<file path="config.mk">
export PLATFORM = sky130hd
export DESIGN_NAME = pwr_gate_ctl
export DESIGN_NICKNAME = d
export VERILOG_FILES = /design/src/rtl/pcg_pkg.sv /design/src/rtl/pcg_ctl_reg.sv /design/src/rtl/pcg_iso.sv /design/src/rtl/pwr_gate_ctl.sv
export SDC_FILE = /design/constraint.sdc
export NUM_CORES = 1
export LEC_CHECK = 0
export BUFFER_PORTS_ARGS = -buffer_cell sky130_fd_sc_hd__buf_2
export CAP_MARGIN = 5
export CORE_MARGIN = 10
export CORE_UTILIZATION = 25
export CTS_BUF_LIST = sky130_fd_sc_hd__clkbuf_4 sky130_fd_sc_hd__clkbuf_8 sky130_fd_sc_hd__clkbuf_16
export CTS_CLUSTER_DIAMETER = 150
export DETAILED_ROUTE_END_ITERATION = 6
export HOLD_SLACK_MARGIN = 0.08
export PLACE_DENSITY = 0.76
export SKIP_CTS_REPAIR_TIMING = 1
export SYNTH_ARGS = -nofsm -noshare
export SYNTH_HDL_FRONTEND = slang
export SYNTH_HIERARCHICAL = 1
export SYNTH_SLANG_ARGS = --single-unit
</file>
<file path="constraint.sdc">
create_clock -name clk -period 1.3 [get_ports clk]
set_input_delay 0.065 -clock clk [delete_from_list [all_inputs] [get_ports clk]]
set_output_delay 0.065 -clock clk [all_outputs]
set_load 0.005 [all_outputs]
</file>
<file path="src/rtl/pcg_pkg.sv">
package pcg_pkg;

  localparam int CTL_W = 4;

  // Bit order matters: software writes the word as a number.
  typedef struct packed {
    logic pd_rst;    // bit 3
    logic clamp;     // bit 2
    logic gate_bus;  // bit 1
    logic stop_phy;  // bit 0
  } pcg_ctl_t;

endpackage

</file>
<file path="src/rtl/pcg_ctl_reg.sv">
module pcg_ctl_reg
  import pcg_pkg::*;
#(
  parameter bit PWR_OPT_EN = 1'b1,
  parameter bit PART_PD_EN = 1'b1
) (
  input  logic     clk,
  input  logic     rst_n,
  input  logic     wr_en,
  input  pcg_ctl_t wr_val,
  output pcg_ctl_t ctl_q,
  output logic     phy_clk_en,
  output logic     core_clk_en,
  output logic     pd_clamp,
  output logic     pd_reset
);

  pcg_ctl_t ctl_d;
  logic     gate_bit;
  logic     clamp_d;
  logic     pdrst_d;

  generate
    if (PWR_OPT_EN) begin : g_gate_on
      assign gate_bit = wr_val.gate_bus;
    end else begin : g_gate_off
      assign gate_bit = 1'b0;
    end
  endgenerate

  always_comb begin
    ctl_d = ctl_q;
    if (wr_en) begin
      ctl_d          = wr_val;
      ctl_d.gate_bus = gate_bit;
    end
  end

  generate
    if (PART_PD_EN) begin : g_pd_on
      assign clamp_d = ctl_d.clamp;
      assign pdrst_d = ctl_d.pd_rst;
    end else begin : g_pd_off
      assign clamp_d = 1'b0;
      assign pdrst_d = 1'b0;
    end
  endgenerate

  always_ff @(posedge clk or negedge rst_n) begin
    if (!rst_n) begin
      ctl_q       <= '0;
      phy_clk_en  <= 1'b1;
      core_clk_en <= 1'b1;
      pd_clamp    <= 1'b0;
      pd_reset    <= 1'b0;
    end else if (wr_en) begin
      ctl_q       <= ctl_d;
      phy_clk_en  <= ~ctl_d.stop_phy;
      core_clk_en <= ~ctl_d.gate_bus;
      pd_clamp    <= clamp_d;
      pd_reset    <= pdrst_d;
    end
  end

endmodule

</file>
<file path="src/rtl/pcg_iso.sv">
module pcg_iso
  import pcg_pkg::*;
#(
  parameter int              ADDR_W    = 12,
  parameter int              DATA_W    = 32,
  parameter logic [ADDR_W-1:0] GATE_ADDR = '0
) (
  input  logic              bus_sel,
  input  logic              bus_we,
  input  logic [ADDR_W-1:0] bus_addr,
  input  logic [DATA_W-1:0] bus_wdata,
  output logic [DATA_W-1:0] bus_rdata,
  input  logic              iso,
  input  pcg_ctl_t          ctl_q,
  output logic              gate_wr,
  output logic              core_rd,
  output logic              core_wr,
  output logic [ADDR_W-1:0] core_addr,
  output logic [DATA_W-1:0] core_wdata,
  input  logic [DATA_W-1:0] core_rdata
);

  logic hit_gate;
  logic pass;

  assign hit_gate = (bus_addr == GATE_ADDR);
  assign pass     = ~iso;
  assign gate_wr  = bus_sel & bus_we & hit_gate;

  always_comb begin
    core_rd    = 1'b0;
    core_wr    = 1'b0;
    core_addr  = '0;
    core_wdata = '0;
    if (pass) begin
      core_rd    = bus_sel & ~bus_we & ~hit_gate;
      core_wr    = bus_sel &  bus_we & ~hit_gate;
      core_addr  = bus_addr;
      core_wdata = bus_wdata;
    end
  end

  always_comb begin
    bus_rdata = '0;
    if (hit_gate) begin
      bus_rdata[CTL_W-1:0] = ctl_q;
    end else if (pass) begin
      bus_rdata = core_rdata;
    end
  end

endmodule

</file>
<file path="src/rtl/pwr_gate_ctl.sv">
module pwr_gate_ctl
  import pcg_pkg::*;
#(
  parameter int                ADDR_W     = 12,
  parameter int                DATA_W     = 32,
  parameter logic [ADDR_W-1:0] GATE_ADDR  = 12'hE00,
  parameter bit                PWR_OPT_EN = 1'b1,
  parameter bit                PART_PD_EN = 1'b1
) (
  input  logic              clk,
  input  logic              rst_n,
  input  logic              bus_sel,
  input  logic              bus_we,
  input  logic [ADDR_W-1:0] bus_addr,
  input  logic [DATA_W-1:0] bus_wdata,
  output logic [DATA_W-1:0] bus_rdata,
  output logic              phy_clk_en,
  output logic              core_clk_en,
  output logic              pd_clamp,
  output logic              pd_reset,
  output logic              core_rd,
  output logic              core_wr,
  output logic [ADDR_W-1:0] core_addr,
  output logic [DATA_W-1:0] core_wdata,
  input  logic [DATA_W-1:0] core_rdata
);

  logic     rst_meta_n;
  logic     rst_sync_n;
  logic     gate_wr;
  logic     iso;
  pcg_ctl_t ctl_q;
  pcg_ctl_t wr_val;

  always_ff @(posedge clk or negedge rst_n) begin
    if (!rst_n) begin
      rst_meta_n <= 1'b0;
      rst_sync_n <= 1'b0;
    end else begin
      rst_meta_n <= 1'b1;
      rst_sync_n <= rst_meta_n;
    end
  end

  assign wr_val = pcg_ctl_t'(bus_wdata[CTL_W-1:0]);
  assign iso    = pd_clamp | pd_reset;

  pcg_ctl_reg #(
    .PWR_OPT_EN (PWR_OPT_EN),
    .PART_PD_EN (PART_PD_EN)
  ) u_reg (
    .clk         (clk),
    .rst_n       (rst_sync_n),
    .wr_en       (gate_wr),
    .wr_val      (wr_val),
    .ctl_q       (ctl_q),
    .phy_clk_en  (phy_clk_en),
    .core_clk_en (core_clk_en),
    .pd_clamp    (pd_clamp),
    .pd_reset    (pd_reset)
  );

  pcg_iso #(
    .ADDR_W    (ADDR_W),
    .DATA_W    (DATA_W),
    .GATE_ADDR (GATE_ADDR)
  ) u_iso (
    .bus_sel    (bus_sel),
    .bus_we     (bus_we),
    .bus_addr   (bus_addr),
    .bus_wdata  (bus_wdata),
    .bus_rdata  (bus_rdata),
    .iso        (iso),
    .ctl_q      (ctl_q),
    .gate_wr    (gate_wr),
    .core_rd    (core_rd),
    .core_wr    (core_wr),
    .core_addr  (core_addr),
    .core_wdata (core_wdata),
    .core_rdata (core_rdata)
  );

endmodule

</file>
==> results of run 1 <==
## how the worst max path moves through the flow
stage	startpoint	endpoint	slack, ps
after floorplan	bus_addr[2]	flip-flop	6
after global placement	bus_addr[2]	u_reg/ctl_q[3]$_DFFE_PN0P_	-110
after detailed placement	u_reg/ctl_q[3]$_DFFE_PN0P_	bus_rdata[15]	-140
after CTS	u_reg/ctl_q[3]$_DFFE_PN0P_	bus_rdata[15]	-390
after global routing	u_reg/ctl_q[2]$_DFFE_PN0P_	core_addr[11]	-380
final	u_reg/ctl_q[2]$_DFFE_PN0P_	core_addr[11]	-270
## per-layer routing
| layer | vias up | wire length (microns) |
|---|---|---|
| li1 | 727 | - |
| met1 | 665 | 2150 |
| met2 | 103 | 3150 |
| met3 | 4 | 622 |
| met4 | 0 | 41 |
| met5 | - | 0 |
## synthesized netlist by cell type (2+ instances only)
cell type,count
and2_1,28
buf_2,2
buf_4,2
clkbuf_1,5
dfrtp_1,6
dfstp_2,2
inv_1,2
mux2_2,4
mux2_4,4
mux2i_1,2
nor2b_1,48
## power by group
group	internal, mW	switching [mW]	total, mW
clock	0.234	0.102	0.336
sequential	0.254	0.00418	0.258
combinational	0.286	0.167	0.453
## metrics by stage
| step | setup WS [ps] | power [mW] |
|---|---|---|
| 6_report | -271 | 1.05 |
| 2_1_floorplan | 5.96 | 0.393 |
| 4_1_cts | -390 | 0.994 |
| 5_1_grt | -376 | 1.12 |
| 3_3_place_gp | -112 | 0.645 |
| 3_5_place_dp | -143 | 0.652 |
## cells by family after synthesis
group	Yosys count	share of synthesized area
buf+inv	12	0.0631
other cells	1	0.00378
simple gates	85	0.581
flops	8	0.204
mux	10	0.126
compound gates	1	0.0214
## area by class of cell
| type | instances | area, sq um | area share |
|---|---|---|---|
| flip-flops and latches | 8 | 203 | 0.0884 |
| clock buffers | 4 | 48.8 | 0.0213 |
| inverters | 2 | 7.51 | 0.00328 |
| multi-input cells | 100 | 910 | 0.397 |
| repair buffers | 180 | 1060 | 0.464 |
| well taps | 48 | 60.1 | 0.0262 |
==> reports/results.ini, run 1 <==
[floorplanning]
die_w_microns=83
initial_core_util=0.265
die_area_sq_mm=0.00689
rows=22
core_sq_mm=0.00374
ios=162
dieHeight_microns=83

[status]
run_status=finished, violations left
violations=negative setup slack

[cells_and_area]
nNetsFinal=375
design_area_sq_mm=0.00229
drive_gt1_frac=0.738
fill_cells=348
final_common_cell=buf_2
antenna_cells=0
area_delta_synth_final_pct=131
layout_common_cells=buf_2 (154), nor2b_1 (37), and2_1 (24)
final_cell_count_no_fill=342
fin_util=0.612

[clocking]
cts-root-buf=clkbuf_8
clock_sinks=8
numCtsBuffers=3
cts_tree=done
clk_pin_slew_ps=40
clk_path_buf_depth=2
cts_max_level=1
clock_latency_ps=230

[route]
viasPerCell=4.38
drt-pass1-iter-count=4
totalWireLength_microns=5970
wire_per_inst_microns=17.4
ant_nets=0
drt_iter0_drc=26
drc_errors=0
vias=1499

[timing]
finalCriticalPeriod_ps=1570
setup_tns_ps=-17060
slew_violations=0
finalHoldViolCount=0
fmax_mhz=636
fin_skew_ps=6.27
rsz0062_at_grt=yes
setup_viol=78
setup_slack_ps=-271
finalCritPeriodShare=1.21
whs_ps=88.2

[global_route]
gr-usage-met3=0.0654
grt_max_degree=29
grt_use_met2=0.259
antenna_found_initial=0
grt_usage=0.141
grt_pass1_wl_microns=8120
grt_most_used_layer=met2
gr-total-overflow=0
grt_pass1_vias=1518
use_met1=0.139

[synthesis]
synth_area_leaders=nor2b_1 (30%), and2_1 (18%), dfrtp_1 (15%)
synthArstFlopShare=1.00
ys.flop_type=dfrtp_1
synth_edf_count=0
netlist_instances=117
synth_seq_cells=8
synth_area_sq_um=992
yosys.cell_types.count=23
synth_top_area_cell=nor2b_1
synthesis.nets=197
synth.yosys.warnings=6
postSynthAreaPerCell_sq_um=8.48
yosysSeqAreaShare=0.204
synth_top_area_frac=0.303

[worst_setup_path]
path_max_fanout=10
cp_num_buf_inv=3
cp-end-kind=output port
cp.depth=5
crit_family=simple AND/OR/NAND/NOR gates
critPathRequiredTime_ps=1240
worstSetupStartpointType=flip-flop
r2r_cells=3
path_class=reg -> out
crit_arrival_ps=1510
r2r-start=u_reg/ctl_q[2]$_DFFE_PN0P_
worstPathCellList=or2_4 -> buf_4 -> clkbuf_16 -> nor2b_1 -> buf_2
crit_path_top_delay_cell=dfrtp_1
r2r_end=u_reg/ctl_q[2]$_DFFE_PN0P_
crit_path_max_incr_delay_ps=370
ff2ff_setup_slack_ps=300

[placement]
place_congestion=0.837
dpl.cell_count=326
io_buffers=161
dpl-instance-area_sq_mm=0.00188
hpwl_microns=4750

[power_and_ir_drop]
ir_worst_vdd_mv=0.570
power.leakage_nw=1.28
powerDensity_mw_per_mm2=457

[min_path]
hold_depth=2
hold_end=u_reg/ctl_q[2]$_DFFE_PN0P_
min_from=bus_wdata[2]
hold_class=in -> reg

[flow_run]
maxCapViolations=0

Power figures use the tool's default switching activity.
==> run 2, diff against run 1 <==
--- a/config.mk
+++ b/config.mk
@@ -5,15 +5,15 @@
 export SDC_FILE = /design/constraint.sdc
 export NUM_CORES = 1
 export LEC_CHECK = 0
-export BUFFER_PORTS_ARGS = -buffer_cell sky130_fd_sc_hd__buf_2
+export BUFFER_PORTS_ARGS = -buffer_cell sky130_fd_sc_hd__clkbuf_2
 export CAP_MARGIN = 5
 export CORE_MARGIN = 10
-export CORE_UTILIZATION = 25
+export CORE_UTILIZATION = 28
 export CTS_BUF_LIST = sky130_fd_sc_hd__clkbuf_4 sky130_fd_sc_hd__clkbuf_8 sky130_fd_sc_hd__clkbuf_16
 export CTS_CLUSTER_DIAMETER = 150
 export DETAILED_ROUTE_END_ITERATION = 6
 export HOLD_SLACK_MARGIN = 0.08
-export PLACE_DENSITY = 0.76
+export PLACE_DENSITY = 0.81
 export SKIP_CTS_REPAIR_TIMING = 1
 export SYNTH_ARGS = -nofsm -noshare
 export SYNTH_HDL_FRONTEND = slang
==> constraint.sdc (replaced) <==
create_clock -name clk -period 1.6 [get_ports clk]
set_input_delay 0.08 -clock clk [delete_from_list [all_inputs] [get_ports clk]]
set_output_delay 0.08 -clock clk [all_outputs]
set_load 0.005 [all_outputs]
==> reports/results.ini, run 2 (synthesis results as in run 1) <==
[status]
run_status=finished, violations left  ; unchanged
violations=negative setup slack  ; unchanged

[route]
viasPerCell=4.18  ; was 4.38
totalWireLength_microns=5100  ; was 5970 microns
drt-pass1-iter-count=3  ; was 4
ant_nets=0  ; unchanged
drc_errors=0  ; unchanged
vias=1384  ; was 1,499
drt_iter0_drc=20  ; was 26
wire_per_inst_microns=15.4  ; was 17.4 microns

[cells_and_area]
final_common_cell=clkbuf_2  ; was buf_2
nNetsFinal=366  ; was 375
area_delta_synth_final_pct=96.8  ; was 131%
drive_gt1_frac=0.662  ; was 0.738
design_area_sq_mm=0.00195  ; was 0.00229 sq mm
layout_common_cells=clkbuf_2 (144), nor2b_1 (47), and2_1 (28)  ; was buf_2 (154), nor2b_1 (37), and2_1 (24)
fill_cells=327  ; was 348
fin_util=0.576  ; was 0.612

[min_path]
hold_class=reg -> async  ; was in -> reg

[power_and_ir_drop]
ir_worst_vdd_mv=0.359  ; was 0.570 mV
powerDensity_mw_per_mm2=349  ; was 457 mW/mm^2
power.leakage_nw=1.15  ; was 1.28 nW

[clocking]
clk_pin_slew_ps=60  ; was 40 ps
clk_path_buf_depth=2  ; unchanged
cts-root-buf=clkbuf_4  ; was clkbuf_8
clock_latency_ps=250  ; was 230 ps
cts_max_level=1  ; unchanged
numCtsBuffers=3  ; unchanged
cts_tree=done  ; unchanged
clock_sinks=8  ; unchanged

[worst_setup_path]
crit_arrival_ps=1520  ; was 1510 ps
path_max_fanout=14  ; was 10
r2r_end=u_reg/ctl_q[2]$_DFFE_PN0P_  ; unchanged
crit_path_max_incr_delay_ps=390  ; was 370 ps
cp_num_buf_inv=2  ; was 3
cp-end-kind=output port  ; unchanged
r2r_cells=2  ; was 3
crit_path_top_delay_cell=dfrtp_1  ; unchanged
crit_family=simple AND/OR/NAND/NOR gates  ; unchanged
critPathRequiredTime_ps=1520  ; was 1240 ps
ff2ff_setup_slack_ps=700  ; was 300 ps
path_class=reg -> out  ; unchanged
worstPathCellList=or2_4 -> buf_4 -> nor2b_1 -> mux2_2 -> clkbuf_2  ; was or2_4 -> buf_4 -> clkbuf_16 -> nor2b_1 -> buf_2
worstSetupStartpointType=flip-flop  ; unchanged
r2r-start=u_reg/ctl_q[2]$_DFFE_PN0P_  ; unchanged

[floorplanning]
dieHeight_microns=79.5  ; was 83 microns
rows=21  ; was 22
initial_core_util=0.293  ; was 0.265
die_area_sq_mm=0.00632  ; was 0.00689 sq mm
ios=162  ; unchanged
die_w_microns=79.5  ; was 83 microns
core_sq_mm=0.00339  ; was 0.00374 sq mm

[timing]
fin_skew_ps=7.40  ; was 6.27 ps
setup_viol=1  ; was 78
slew_violations=0  ; unchanged
rsz0062_at_grt=yes  ; unchanged
setup_slack_ps=-1.91  ; was -271 ps
finalCriticalPeriod_ps=1600
fmax_mhz=624
finalCritPeriodShare=1.00
finalHoldViolCount=0  ; unchanged

[global_route]
gr-total-overflow=0  ; unchanged
gr-usage-met3=0.0777  ; was 0.0654
grt_pass1_wl_microns=7190  ; was 8120 microns
grt_most_used_layer=met2  ; unchanged
grt_max_degree=29  ; unchanged
grt_usage=0.137  ; was 0.141
antenna_found_initial=1  ; was 0
use_met1=0.133  ; was 0.139
grt_pass1_vias=1430  ; was 1,518
grt_use_met2=0.245  ; was 0.259

[placement]
hpwl_microns=4580  ; was 4750 microns
place_congestion=0.787  ; was 0.837
io_buffers=161  ; unchanged
dpl-instance-area_sq_mm=0.00186  ; was 0.00188 sq mm

[flow_run]
maxCapViolations=0  ; unchanged

==> run 2: changes by cell type in the layout (fill, tap and decap cells not counted), sizes merged <==
cell	previous run	this run
buf	175	25
a31oi	4	1
clkbuf	6	147
diode	0	1
dlygate4sd3	3	5
==> run 2: cell type report <==
type                            instances  area (sq um)  area share
Antenna cell                            1          2.50     0.00128
Clock buffer                            3          22.5      0.0115
Inverter                                2          7.51     0.00384
Multi-Input combinational cell         97           732       0.375
Sequential cell                         8           203       0.104
Tap cell                               46          57.6      0.0295
Timing Repair Buffer                  174           928       0.475
==> run 2: worst max path at each step <==
stage                     depth (start not counted)  slack (ps)                       start       endpoint
after global routing                              5         -70  u_reg/ctl_q[2]$_DFFE_PN0P_  bus_rdata[21]
after floorplan                                   4         260  u_reg/ctl_q[3]$_DFFE_PN0P_   core_addr[0]
after CTS                                         5        -180  u_reg/ctl_q[2]$_DFFE_PN0P_  bus_rdata[19]
final                                             5          -2  u_reg/ctl_q[2]$_DFFE_PN0P_   bus_rdata[1]
after global placement                            5         150  u_reg/ctl_q[2]$_DFFE_PN0P_   bus_rdata[2]
after detailed placement                          5         100  u_reg/ctl_q[2]$_DFFE_PN0P_  bus_rdata[19]
==> run 2: per-layer routing <==
metal,vias to the layer above,share of wire
li1,699,-
met1,591,0.33
met2,92,0.51
met3,2,0.16
met4,0,0.0018
met5,-,0
==> run 2: worst reg2reg max path, stage by stage, from the launching register on <==
cell,delay [ps]
dfrtp_1,390
buf_4,140
mux2_4,250
==> run 2: power by group <==
group          switching [mW]  internal (mW)
logic                   0.124          0.199
registers             0.00302          0.206
clock network          0.0643         0.0855
total                   0.191          0.490
==> run 2: stage by stage <==
| step | power [mW] | hold slack (ps) | instances | TNS [ps] | worst slack, ps |
|---|---|---|---|---|---|
| floorplan | 0.319 | -216 | 117 | 0 | 257 |
| global placement | 0.527 | -133 | 320 | 0 | 147 |
| detailed placement | 0.531 | -132 | 320 | 0 | 104 |
| CTS | 0.688 | -400 | 323 | -7400 | -177 |
| global route | 0.736 | 109 | 331 | -1250 | -68.1 |
| finish | 0.682 | 76.8 | 331 | -1.91 | -1.91 |
